**config.mk**
```make
export PLATFORM = sky130hd
export DESIGN_NAME = hsParPort
export DESIGN_NICKNAME = d
export VERILOG_FILES = /design/src/rtl/hpp_pkg.sv /design/src/rtl/hpp_sync.sv /design/src/rtl/hpp_control.sv /design/src/rtl/hpp_datapath.sv /design/src/rtl/hsParPort.sv
export SDC_FILE = /design/constraint.sdc
export NUM_CORES = 1
export LEC_CHECK = 0
export BUFFER_PORTS_ARGS = -buffer_cell sky130_fd_sc_hd__buf_2
export CAP_MARGIN = 20
export CORE_UTILIZATION = 52
export DETAILED_ROUTE_END_ITERATION = 10
export PLACE_DENSITY = 0.84
export SLEW_MARGIN = 20
export SYNTH_ARGS = -nofsm -noshare
export SYNTH_HDL_FRONTEND = slang
export SYNTH_HIERARCHICAL = 1
export SYNTH_SLANG_ARGS = --single-unit
```
**constraint.sdc**
```tcl
create_clock -name clk -period 2.1 [get_ports clk]
set_input_delay 0.315 -clock clk [delete_from_list [all_inputs] [get_ports clk]]
set_output_delay 0.315 -clock clk [all_outputs]
set_load 0.05 [all_outputs]
```
**src/rtl/hpp_pkg.sv**
```systemverilog
package hpp_pkg;
  typedef enum logic [1:0] {
    PIN_LOW  = 2'b00,
    PIN_HIGH = 2'b01,
    PIN_FLAG = 2'b10,
    PIN_IN   = 2'b11
  } pinMode_e;

  typedef struct packed {
    logic ldOut;
    logic ldCtrl;
    logic capIn;
    logic clrIbf;
    logic clrObf;
  } hppStrobes_t;
endpackage

```
**src/rtl/hpp_sync.sv**
```systemverilog
module hpp_sync #(
  parameter int WIDTH  = 4,
  parameter int STAGES = 2,
  parameter logic [WIDTH-1:0] RST_VAL = '0
) (
  input  logic             clk,
  input  logic             rstN,
  input  logic [WIDTH-1:0] din,
  output logic [WIDTH-1:0] dout
);
  logic [WIDTH-1:0] stage [STAGES];

  for (genvar s = 0; s < STAGES; s++) begin : g_stage
    always_ff @(posedge clk or negedge rstN) begin
      if (!rstN) stage[s] <= RST_VAL;
      else if (s == 0) stage[s] <= din;
      else stage[s] <= stage[(s == 0) ? 0 : s-1];
    end
  end

  assign dout = stage[STAGES-1];
endmodule

```
**src/rtl/hpp_control.sv**
```systemverilog
module hpp_control
  import hpp_pkg::*;
#(
  parameter int SYNC_STAGES = 2
) (
  input  logic        clk,
  input  logic        rstN,
  input  logic        cpuSel,
  input  logic        cpuWr,
  input  logic        cpuRd,
  input  logic        inStbN,
  input  logic        outStbN,
  input  logic        flagAIn,
  input  logic        flagBIn,
  input  logic [5:0]  ctrl,
  output hppStrobes_t stb,
  output logic        aSelCsr,
  output logic        pinOe
);
  localparam int NSIG = 4;
  localparam logic [NSIG-1:0] SYNC_RST = 4'b0011;

  logic [NSIG-1:0] syncd;
  logic inNow, outNow, aNow, bNow;
  logic inPrev, outPrev;
  logic levelMode, obfOnRise, portEn;
  pinMode_e aMode, bMode;

  hpp_sync #(.WIDTH(NSIG), .STAGES(SYNC_STAGES), .RST_VAL(SYNC_RST)) u_sync (
    .clk(clk), .rstN(rstN),
    .din({flagBIn, flagAIn, outStbN, inStbN}),
    .dout(syncd)
  );

  assign {bNow, aNow, outNow, inNow} = syncd;

  always_ff @(posedge clk or negedge rstN) begin
    if (!rstN) begin
      inPrev  <= 1'b1;
      outPrev <= 1'b1;
    end else begin
      inPrev  <= inNow;
      outPrev <= outNow;
    end
  end

  assign levelMode = ctrl[0];
  assign obfOnRise = ctrl[1];
  assign aMode     = pinMode_e'(ctrl[3:2]);
  assign bMode     = pinMode_e'(ctrl[5:4]);
  assign portEn    = !(bMode == PIN_IN && bNow);

  always_comb begin
    stb.ldOut  = cpuWr && !cpuSel;
    stb.ldCtrl = cpuWr && cpuSel;
    stb.clrIbf = cpuRd && !cpuSel;
    stb.capIn  = portEn && (levelMode ? !inNow : (inPrev && !inNow));
    stb.clrObf = portEn && (obfOnRise ? (!outPrev && outNow)
                                      : (outPrev && !outNow));
  end

  assign aSelCsr = (aMode == PIN_IN) && aNow;
  assign pinOe   = portEn && !outNow;
endmodule

```
**src/rtl/hpp_datapath.sv**
```systemverilog
module hpp_datapath
  import hpp_pkg::*;
#(
  parameter int DW = 8
) (
  input  logic          clk,
  input  logic          rstN,
  input  hppStrobes_t   stb,
  input  logic [DW-1:0] cpuWdata,
  input  logic [DW-1:0] pinIn,
  output logic [DW-1:0] inBuf,
  output logic [DW-1:0] outBuf,
  output logic [DW-3:0] ctrl,
  output logic          ibf,
  output logic          obf
);
  always_ff @(posedge clk or negedge rstN) begin
    if (!rstN) begin
      inBuf  <= '0;
      outBuf <= '0;
      ctrl   <= '0;
      ibf    <= 1'b0;
      obf    <= 1'b0;
    end else begin
      if (stb.ldOut)  outBuf <= cpuWdata;
      if (stb.ldCtrl) ctrl   <= cpuWdata[DW-1:2];
      if (stb.capIn)  inBuf  <= pinIn;
      if (stb.capIn)       ibf <= 1'b1;
      else if (stb.clrIbf) ibf <= 1'b0;
      if (stb.ldOut)       obf <= 1'b1;
      else if (stb.clrObf) obf <= 1'b0;
    end
  end
endmodule

```
**src/rtl/hsParPort.sv**
```systemverilog
module hsParPort
  import hpp_pkg::*;
(
  input  logic       clk,
  input  logic       rstN,
  input  logic       cpuSel,
  input  logic       cpuWr,
  input  logic       cpuRd,
  input  logic [7:0] cpuWdata,
  output logic [7:0] cpuRdata,
  input  logic [7:0] pinIn,
  output logic [7:0] pinOut,
  output logic       pinOe,
  input  logic       inStbN,
  input  logic       outStbN,
  input  logic       flagAIn,
  output logic       flagAOut,
  output logic       flagAOe,
  input  logic       flagBIn,
  output logic       flagBOut,
  output logic       flagBOe
);
  localparam int DW = 8;

  hppStrobes_t stb;
  logic [DW-1:0] inBuf, outBuf, csrWord;
  logic [DW-3:0] ctrl;
  logic ibf, obf, aSelCsr;
  pinMode_e aMode, bMode;

  hpp_control #(.SYNC_STAGES(2)) u_ctrl (
    .clk(clk), .rstN(rstN), .cpuSel(cpuSel), .cpuWr(cpuWr), .cpuRd(cpuRd),
    .inStbN(inStbN), .outStbN(outStbN), .flagAIn(flagAIn), .flagBIn(flagBIn),
    .ctrl(ctrl), .stb(stb), .aSelCsr(aSelCsr), .pinOe(pinOe)
  );

  hpp_datapath #(.DW(DW)) u_dp (
    .clk(clk), .rstN(rstN), .stb(stb), .cpuWdata(cpuWdata), .pinIn(pinIn),
    .inBuf(inBuf), .outBuf(outBuf), .ctrl(ctrl), .ibf(ibf), .obf(obf)
  );

  assign csrWord  = {ctrl, obf, ibf};
  assign cpuRdata = cpuSel ? csrWord : inBuf;
  assign pinOut   = aSelCsr ? csrWord : outBuf;
  assign aMode    = pinMode_e'(ctrl[3:2]);
  assign bMode    = pinMode_e'(ctrl[5:4]);

  always_comb begin
    flagAOe = (aMode != PIN_IN);
    unique case (aMode)
      PIN_HIGH: flagAOut = 1'b1;
      PIN_FLAG: flagAOut = obf;
      default:  flagAOut = 1'b0;
    endcase
    flagBOe = (bMode != PIN_IN);
    unique case (bMode)
      PIN_HIGH: flagBOut = 1'b1;
      PIN_FLAG: flagBOut = ibf;
      default:  flagBOut = 1'b0;
    endcase
  end
endmodule

```
==> results of run 1 <==
sequential cells by signal (all words and copies together), names as in the netlist:
name and cells:
u_dp/outBuf 8, u_dp/ibf 1, u_ctrl/u_sync/stage 4, u_ctrl/u_sync/dout 4, u_dp/obf 1, u_ctrl/outPrev 1
u_dp/inBuf 8, u_ctrl/inPrev 1, u_dp/ctrl 6
path summary, 6_finish.rpt:
check                                               to  cells after the start
worst min register to register   u_ctrl/u_sync/dout[3]                      0
worst max-delay path                         pinOut[2]                      4
worst max register to register           u_dp/inBuf[5]                      4
min in group clk                u_ctrl/u_sync/stage[4]                      1
max in group asynchronous        u_ctrl/u_sync/dout[2]                      1
worst min-delay path                     u_dp/inBuf[3]                      1
per-stage QoR:
stage,utilization,instances
final,0.650,204
after global routing,0.650,204
after CTS,0.650,204
after detailed placement,0.632,197
after global placement,0.632,197
after floorplan,-,112
kinds of logic (layout without fill, tap and decap cells):
kind of cell	Yosys count	after routing	share of synthesized area
adders and majority gates	6	6	0.0435
DFF	34	34	0.498
muxes	38	38	0.331
buffers and inverters	17	65	0.0675
AOI/OAI and AO/OA	5	5	0.0210
and+or+nand+nor	12	12	0.0392
layout make-up:
| cell class | count | area, sq um |
|---|---|---|
| fillers | 256 | 1090 |
| flip-flops and latches | 34 | 858 |
| multi-input cells | 61 | 754 |
| repair buffers | 50 | 263 |
| clock buffers | 7 | 55.1 |
| well taps | 44 | 55.1 |
| inverters | 8 | 30.0 |
cells in the mapped netlist:
| cell type | count | area [sq um] |
|---|---|---|
| nor3_1 | 1 | 5.00 |
| dfstp_2 | 6 | 158 |
| nor2_1 | 4 | 15.0 |
| dfrtp_1 | 28 | 701 |
| buf_4 | 4 | 30.0 |
| nand3b_1 | 1 | 7.51 |
| or3b_1 | 1 | 8.76 |
| a21oi_2 | 1 | 8.76 |
| ha_1 | 6 | 75.1 |
| and3_1 | 2 | 12.5 |
| inv_1 | 8 | 30.0 |
| a21oi_1 | 2 | 10.0 |
| mux2_4 | 38 | 571 |
| and2_1 | 1 | 6.26 |
| a21o_2 | 2 | 17.5 |
| buf_6 | 5 | 56.3 |
| nor2b_1 | 2 | 12.5 |
worst reg2reg max path, cell delays in order, from the launching register on:
cell and delay, ns:
dfrtp_1 0.47, and3_1 0.27, nor3_2 0.19, buf_4 0.24, mux2_4 0.32
metal layers:
| metal | vias up | global-route usage | wire length [um] |
|---|---|---|---|
| met5 | - | 0 | 0 |
| met1 | 484 | 0.268 | 1350 |
| met4 | 0 | 0.0698 | 29 |
| li1 | 469 | - | - |
| met3 | 5 | 0.0480 | 132 |
| met2 | 27 | 0.323 | 1570 |
power breakdown:
group | total [mW] | internal [mW] | switching [mW]
sequential | 0.823 | 0.748 | 0.0752
clock | 0.359 | 0.158 | 0.200
combinational | 0.716 | 0.293 | 0.423
==> qor.txt, run 1 <==
STATUS
--------------------------------------------------------------------------------------
Status .................................................................. finished clean

YOSYS
--------------------------------------------------------------------------------------
Sequential cell area fraction in the yosys report .......................        0.498
Total of flip-flops plus latches after synthesis ........................           34
Yosys cell types ........................................................           17
Number of warnings issued by yosys ......................................            6
Syn avg cell area .......................................................   15.4 sq um
Syn_nets ................................................................          143
Area of the mapped netlist .............................................. 0.00172 sq mm
Synthesized netlist cell count ..........................................          112

STA
--------------------------------------------------------------------------------------
RSZ-0062 raised after global routing ....................................           no
WHS .....................................................................    0.0462 ns
Final worst setup slack .................................................    0.0951 ns
Fin Clk Skew ............................................................    0.0122 ns
Achievable Freq .........................................................    0.499 GHz
Share of the clock period used by the worst path after layout ...........        0.955
Max Slew Vio Count ......................................................            0
Relative slew margins ...................................................        0.506
Final period demand of the worst path ...................................      2.00 ns
TNS Setup ...............................................................         0 ns
Final number of setup-violating endpoints ...............................            0
Final hold vios .........................................................            0
Worst Tran Pin Value ....................................................     0.741 ns

GRT
--------------------------------------------------------------------------------------
Overall Global Routing Usage ............................................        0.201
First-pass GRT wire length ..............................................      5000 um
Total congestion overflow after global routing ..........................            0
Number of antenna violations at the first check in global routing .......            0
Number of global-route vias before repair ...............................         1030
Maximum number of pins on one net before global-route repair ............           35

CELLS AND AREA
--------------------------------------------------------------------------------------
N_diodes ................................................................            0
Fraction of final layout cells with drive strength greater than 1 .......        0.650
Final instance area ..................................................... 0.00202 sq mm
Most frequent cells in the layout ....................................... 45 x buf_2, 38 x mux2_4, 28 x dfrtp_1, 8 x inv_1
Commonest non-fill, non-tap cell in the layout ..........................        buf_2
Synth-to-Final Area Change ..............................................        16.9%
Nets@finish .............................................................          191

CRITICAL PATH
--------------------------------------------------------------------------------------
Maximum single-stage delay on the critical path .........................      0.47 ns
Kind of capture point of the worst setup path ........................... primary output
CP Class ................................................................ register to primary output
Largest delay contributor family on the critical path ...................   flip-flops
First element of the critical path ...................................... u_dp/ctrl[3]
Critical-path cell with the highest stage delay .........................      dfrtp_1
WP data arrival .........................................................      1.69 ns
CP cell instances ....................................................... and3_1, buf_4, mux2_4, buf_2
Worst Path Buf+Inv ......................................................            2
Startpoint Class ........................................................     register
CP required .............................................................      1.78 ns
Worst reg2reg setup slack ...............................................      0.49 ns
Crit Reg-Reg Startpoint ................................................. u_dp/ctrl[4]
Crit Path Max Fanout ....................................................            7

ROUTE
--------------------------------------------------------------------------------------
Total DRC errors in the routed layout ...................................            0
Drt wl/cell .............................................................      15.1 um
Drt initial violations ..................................................           33
Number of vias per cell .................................................         4.83
Final ANT Viol Nets .....................................................            0
Total wire length .......................................................      3090 um
Via count ...............................................................          985
Drt pass-1 iters ........................................................            4

CLOCKING
--------------------------------------------------------------------------------------
Clk slew on worst S/H paths .............................................      0.11 ns
Insertion delay to the later sink of the worst-skew pair ................      0.32 ns
Cts hold-fix bufs .......................................................            0
Clock tree buffer depth .................................................            2
TritonCTS clock tree ....................................................          yes
Setup bufs post-CTS .....................................................            0
TritonCTS Buffers .......................................................            5
Clock net sink count ....................................................           34
H-Tree Level Count ......................................................            2
Root cell of the clock tree .............................................     clkbuf_4
Number of resized instances in the post-cts repair step .................            0

JOB
--------------------------------------------------------------------------------------
Max-cap check violation count ...........................................            0

PLACED DESIGN
--------------------------------------------------------------------------------------
Sum of net half-perimeters after detailed placement .....................      2270 um
Post-Place Worst Slack ..................................................     0.436 ns
Number of I/O port buffers ..............................................           45
Weighted congestion reported at the end of routability-driven placement .        0.750
Placement Cell Area ..................................................... 0.00196 sq mm

DIE
--------------------------------------------------------------------------------------
# IOs ...................................................................           46
Die boundary width ......................................................      59.6 um
Total core area ......................................................... 0.00310 sq mm
Total Die Area .......................................................... 0.00355 sq mm
Die Y ...................................................................      59.6 um
Initial core utilization ................................................        0.556
Std-Cell Rows ...........................................................           20

POWER AND IR DROP
--------------------------------------------------------------------------------------
Power density over the cells ............................................  941 mW/mm^2
Worst VDD drop ..........................................................     0.447 mV
Final Total Pwr .........................................................      1.90 mW
Leakage power figure ....................................................      1.04 nW

WORST HOLD PATH
--------------------------------------------------------------------------------------
Hold Path Class ......................................................... input port to async pin

Power figures use the tool's default switching activity.
==> inputs of run 2 (changes only) <==
PLACE_DENSITY = 0.79   (was 0.84)
==> run 2 against run 1 <==
- highest routed layer unchanged
- non-clock buffer count is 2 lower
- clock-buffer cell count is 2 lower
- clock skew is 0.0080 ns lower
- utilization is 0.28 points lower
- register-to-register slack better by 0.03 ns
- final cell count is 0.49% lower
- largest cell class unchanged
- critical path depth stayed put
- via count is 2.7% lower
==> qor.txt, run 2 (synthesis results as in run 1) <==
STA
--------------------------------------------------------------------------------------
WHS .....................................................................    0.0277 ns   was 0.0462 ns
Share of the clock period used by the worst path after layout ...........        0.949   was 0.955
TNS Setup ...............................................................         0 ns   unchanged
Worst Tran Pin Value ....................................................     0.732 ns   was 0.741 ns
Final worst setup slack .................................................     0.107 ns   was 0.0951 ns
Fin Clk Skew ............................................................   0.00425 ns   was 0.0122 ns
Relative slew margins ...................................................        0.512   was 0.506
Achievable Freq .........................................................    0.502 GHz   was 0.499 GHz
Max Slew Vio Count ......................................................            0   unchanged
RSZ-0062 raised after global routing ....................................           no   unchanged
Final period demand of the worst path ...................................      1.99 ns   was 2.00 ns
Final hold vios .........................................................            0   unchanged
Final number of setup-violating endpoints ...............................            0   unchanged

JOB
--------------------------------------------------------------------------------------
Max-cap check violation count ...........................................            0   unchanged

GRT
--------------------------------------------------------------------------------------
Number of antenna violations at the first check in global routing .......            0   unchanged
Maximum number of pins on one net before global-route repair ............           35   unchanged
Overall Global Routing Usage ............................................        0.186   was 0.201
Total congestion overflow after global routing ..........................            0   unchanged
First-pass GRT wire length ..............................................      4640 um   was 5000 um
Number of global-route vias before repair ...............................          983   was 1030

CLOCKING
--------------------------------------------------------------------------------------
H-Tree Level Count ......................................................            2   unchanged
Setup bufs post-CTS .....................................................            0   unchanged
Root cell of the clock tree .............................................     clkbuf_4   unchanged
Clock tree buffer depth .................................................            2   unchanged
TritonCTS clock tree ....................................................          yes   unchanged
Insertion delay to the later sink of the worst-skew pair ................      0.33 ns   was 0.32 ns
Cts hold-fix bufs .......................................................            0   unchanged
Clk slew on worst S/H paths .............................................      0.11 ns   about the same
Clock net sink count ....................................................           34   unchanged
TritonCTS Buffers .......................................................            5   unchanged
Number of resized instances in the post-cts repair step .................            0   unchanged

ROUTE
--------------------------------------------------------------------------------------
Drt wl/cell .............................................................      14.4 um   was 15.1 um
Via count ...............................................................          958   was 985
Total wire length .......................................................      2930 um   was 3090 um
Total DRC errors in the routed layout ...................................            0   unchanged
Number of vias per cell .................................................         4.72   was 4.83
Final ANT Viol Nets .....................................................            0   unchanged
Drt pass-1 iters ........................................................            4   unchanged
Drt initial violations ..................................................           33   unchanged

CELLS AND AREA
--------------------------------------------------------------------------------------
Final instance area ..................................................... 0.00201 sq mm   was 0.00202 sq mm
N_diodes ................................................................            0   unchanged
Nets@finish .............................................................          189   was 191
Registers with the highest flip-flop counts ............................. u_dp/inBuf x8, u_dp/outBuf x8, u_dp/ctrl x6   unchanged
Fill cell instance count of the final layout ............................          272   was 256
Most frequent cells in the layout ....................................... 45 x buf_2, 38 x mux2_4, 26 x dfrtp_1, 8 x inv_1   was 45 x buf_2, 38 x mux2_4, 28 x dfrtp_1, 8 x inv_1
Fraction of final layout cells with drive strength greater than 1 .......        0.667   was 0.650
Synth-to-Final Area Change ..............................................        16.4%   was 16.9%
Commonest non-fill, non-tap cell in the layout ..........................        buf_2   unchanged

CRITICAL PATH
--------------------------------------------------------------------------------------
CP Class ................................................................ register to primary output   unchanged
Maximum single-stage delay on the critical path .........................      0.47 ns   about the same
End of the worst register-to-register path .............................. u_dp/inBuf[1]   was u_dp/inBuf[5]
Worst reg2reg setup slack ...............................................      0.52 ns   was 0.49 ns
WP data arrival .........................................................      1.68 ns   was 1.69 ns
Startpoint Class ........................................................     register   unchanged
Crit Path Max Fanout ....................................................            8   was 7
Kind of capture point of the worst setup path ........................... primary output   unchanged
Crit Reg-Reg Startpoint ................................................. u_dp/ctrl[4]   unchanged
Critical-path cell with the highest stage delay .........................      dfrtp_2   was dfrtp_1
Count of cells along the worst register-to-register path ................            4   unchanged
CP cell instances ....................................................... and3_1, buf_4, mux2_4, buf_2   unchanged
First element of the critical path ...................................... u_dp/ctrl[2]   was u_dp/ctrl[3]
CP required .............................................................      1.78 ns   about the same

DIE
--------------------------------------------------------------------------------------
Total core area ......................................................... 0.00310 sq mm   unchanged
Total Die Area .......................................................... 0.00355 sq mm   unchanged
Die boundary width ......................................................      59.6 um   unchanged
Initial core utilization ................................................        0.556   unchanged
# IOs ...................................................................           46   unchanged
Std-Cell Rows ...........................................................           20   unchanged
Die Y ...................................................................      59.6 um   unchanged

POWER AND IR DROP
--------------------------------------------------------------------------------------
Power density over the cells ............................................  942 mW/mm^2   was 941 mW/mm^2
Final Total Pwr .........................................................      1.89 mW   was 1.90 mW
Leakage power figure ....................................................      1.03 nW   was 1.04 nW
Worst VDD drop ..........................................................     0.480 mV   was 0.447 mV

WORST HOLD PATH
--------------------------------------------------------------------------------------
Hold Path Class ......................................................... input port to async pin   unchanged

PLACED DESIGN
--------------------------------------------------------------------------------------
Placement Cell Area ..................................................... 0.00195 sq mm   was 0.00196 sq mm
Post-Place Worst Slack ..................................................     0.436 ns   about the same
Weighted congestion reported at the end of routability-driven placement .        0.752   was 0.750
Number of I/O port buffers ..............................................           45   unchanged

STATUS
--------------------------------------------------------------------------------------
Status .................................................................. finished clean   unchanged

## run 2: cell type report
| class | instances | area [sq um] | share of cell area |
|---|---|---|---|
| Clock buffer | 5 | 37.5 | 0.0187 |
| Clock inverter | 3 | 21.3 | 0.0106 |
| Inverter | 8 | 30.0 | 0.0150 |
| Multi-Input combinational cell | 61 | 754 | 0.376 |
| Sequential cell | 34 | 861 | 0.429 |
| Tap cell | 44 | 55.1 | 0.0274 |
| Timing Repair Buffer | 48 | 248 | 0.123 |
## run 2: where the power goes
group	switching (mW)	internal, mW
Combinational	0.417	0.290
Sequential	0.0754	0.749
Clock	0.229	0.130
Total	0.721	1.17
## run 2: worst max-delay path by stage
| stage | depth (start not counted) | endpoint |
|---|---|---|
| after floorplan | 3 | flagBOut |
| after global placement | 4 | pinOut[3] |
| after detailed placement | 4 | pinOut[3] |
| after CTS | 4 | pinOut[3] |
| after global routing | 4 | pinOut[3] |
| final | 4 | pinOut[3] |
## run 2: worst max-delay path, delay by kind of cell (launching register included)
family	cells	cell delay, ns
buffers and inverters	2	0.39
flip-flops	1	0.47
multiplexers	1	0.31
AND/OR/NAND/NOR	1	0.18
## run 2: stage by stage
stage,instances,utilization
2_1_floorplan,112,-
3_3_place_gp,195,0.627
3_5_place_dp,195,0.627
4_1_cts,203,0.646
5_1_grt,203,0.647
6_report,203,0.647
## run 2: metal layers
layer  vias up  share of wire  GRT usage
met5         -              0          0
met4         0          0.016     0.0997
met3         5          0.046     0.0480
li1        465              -          -
met1       461           0.47      0.234
met2        27           0.47      0.295
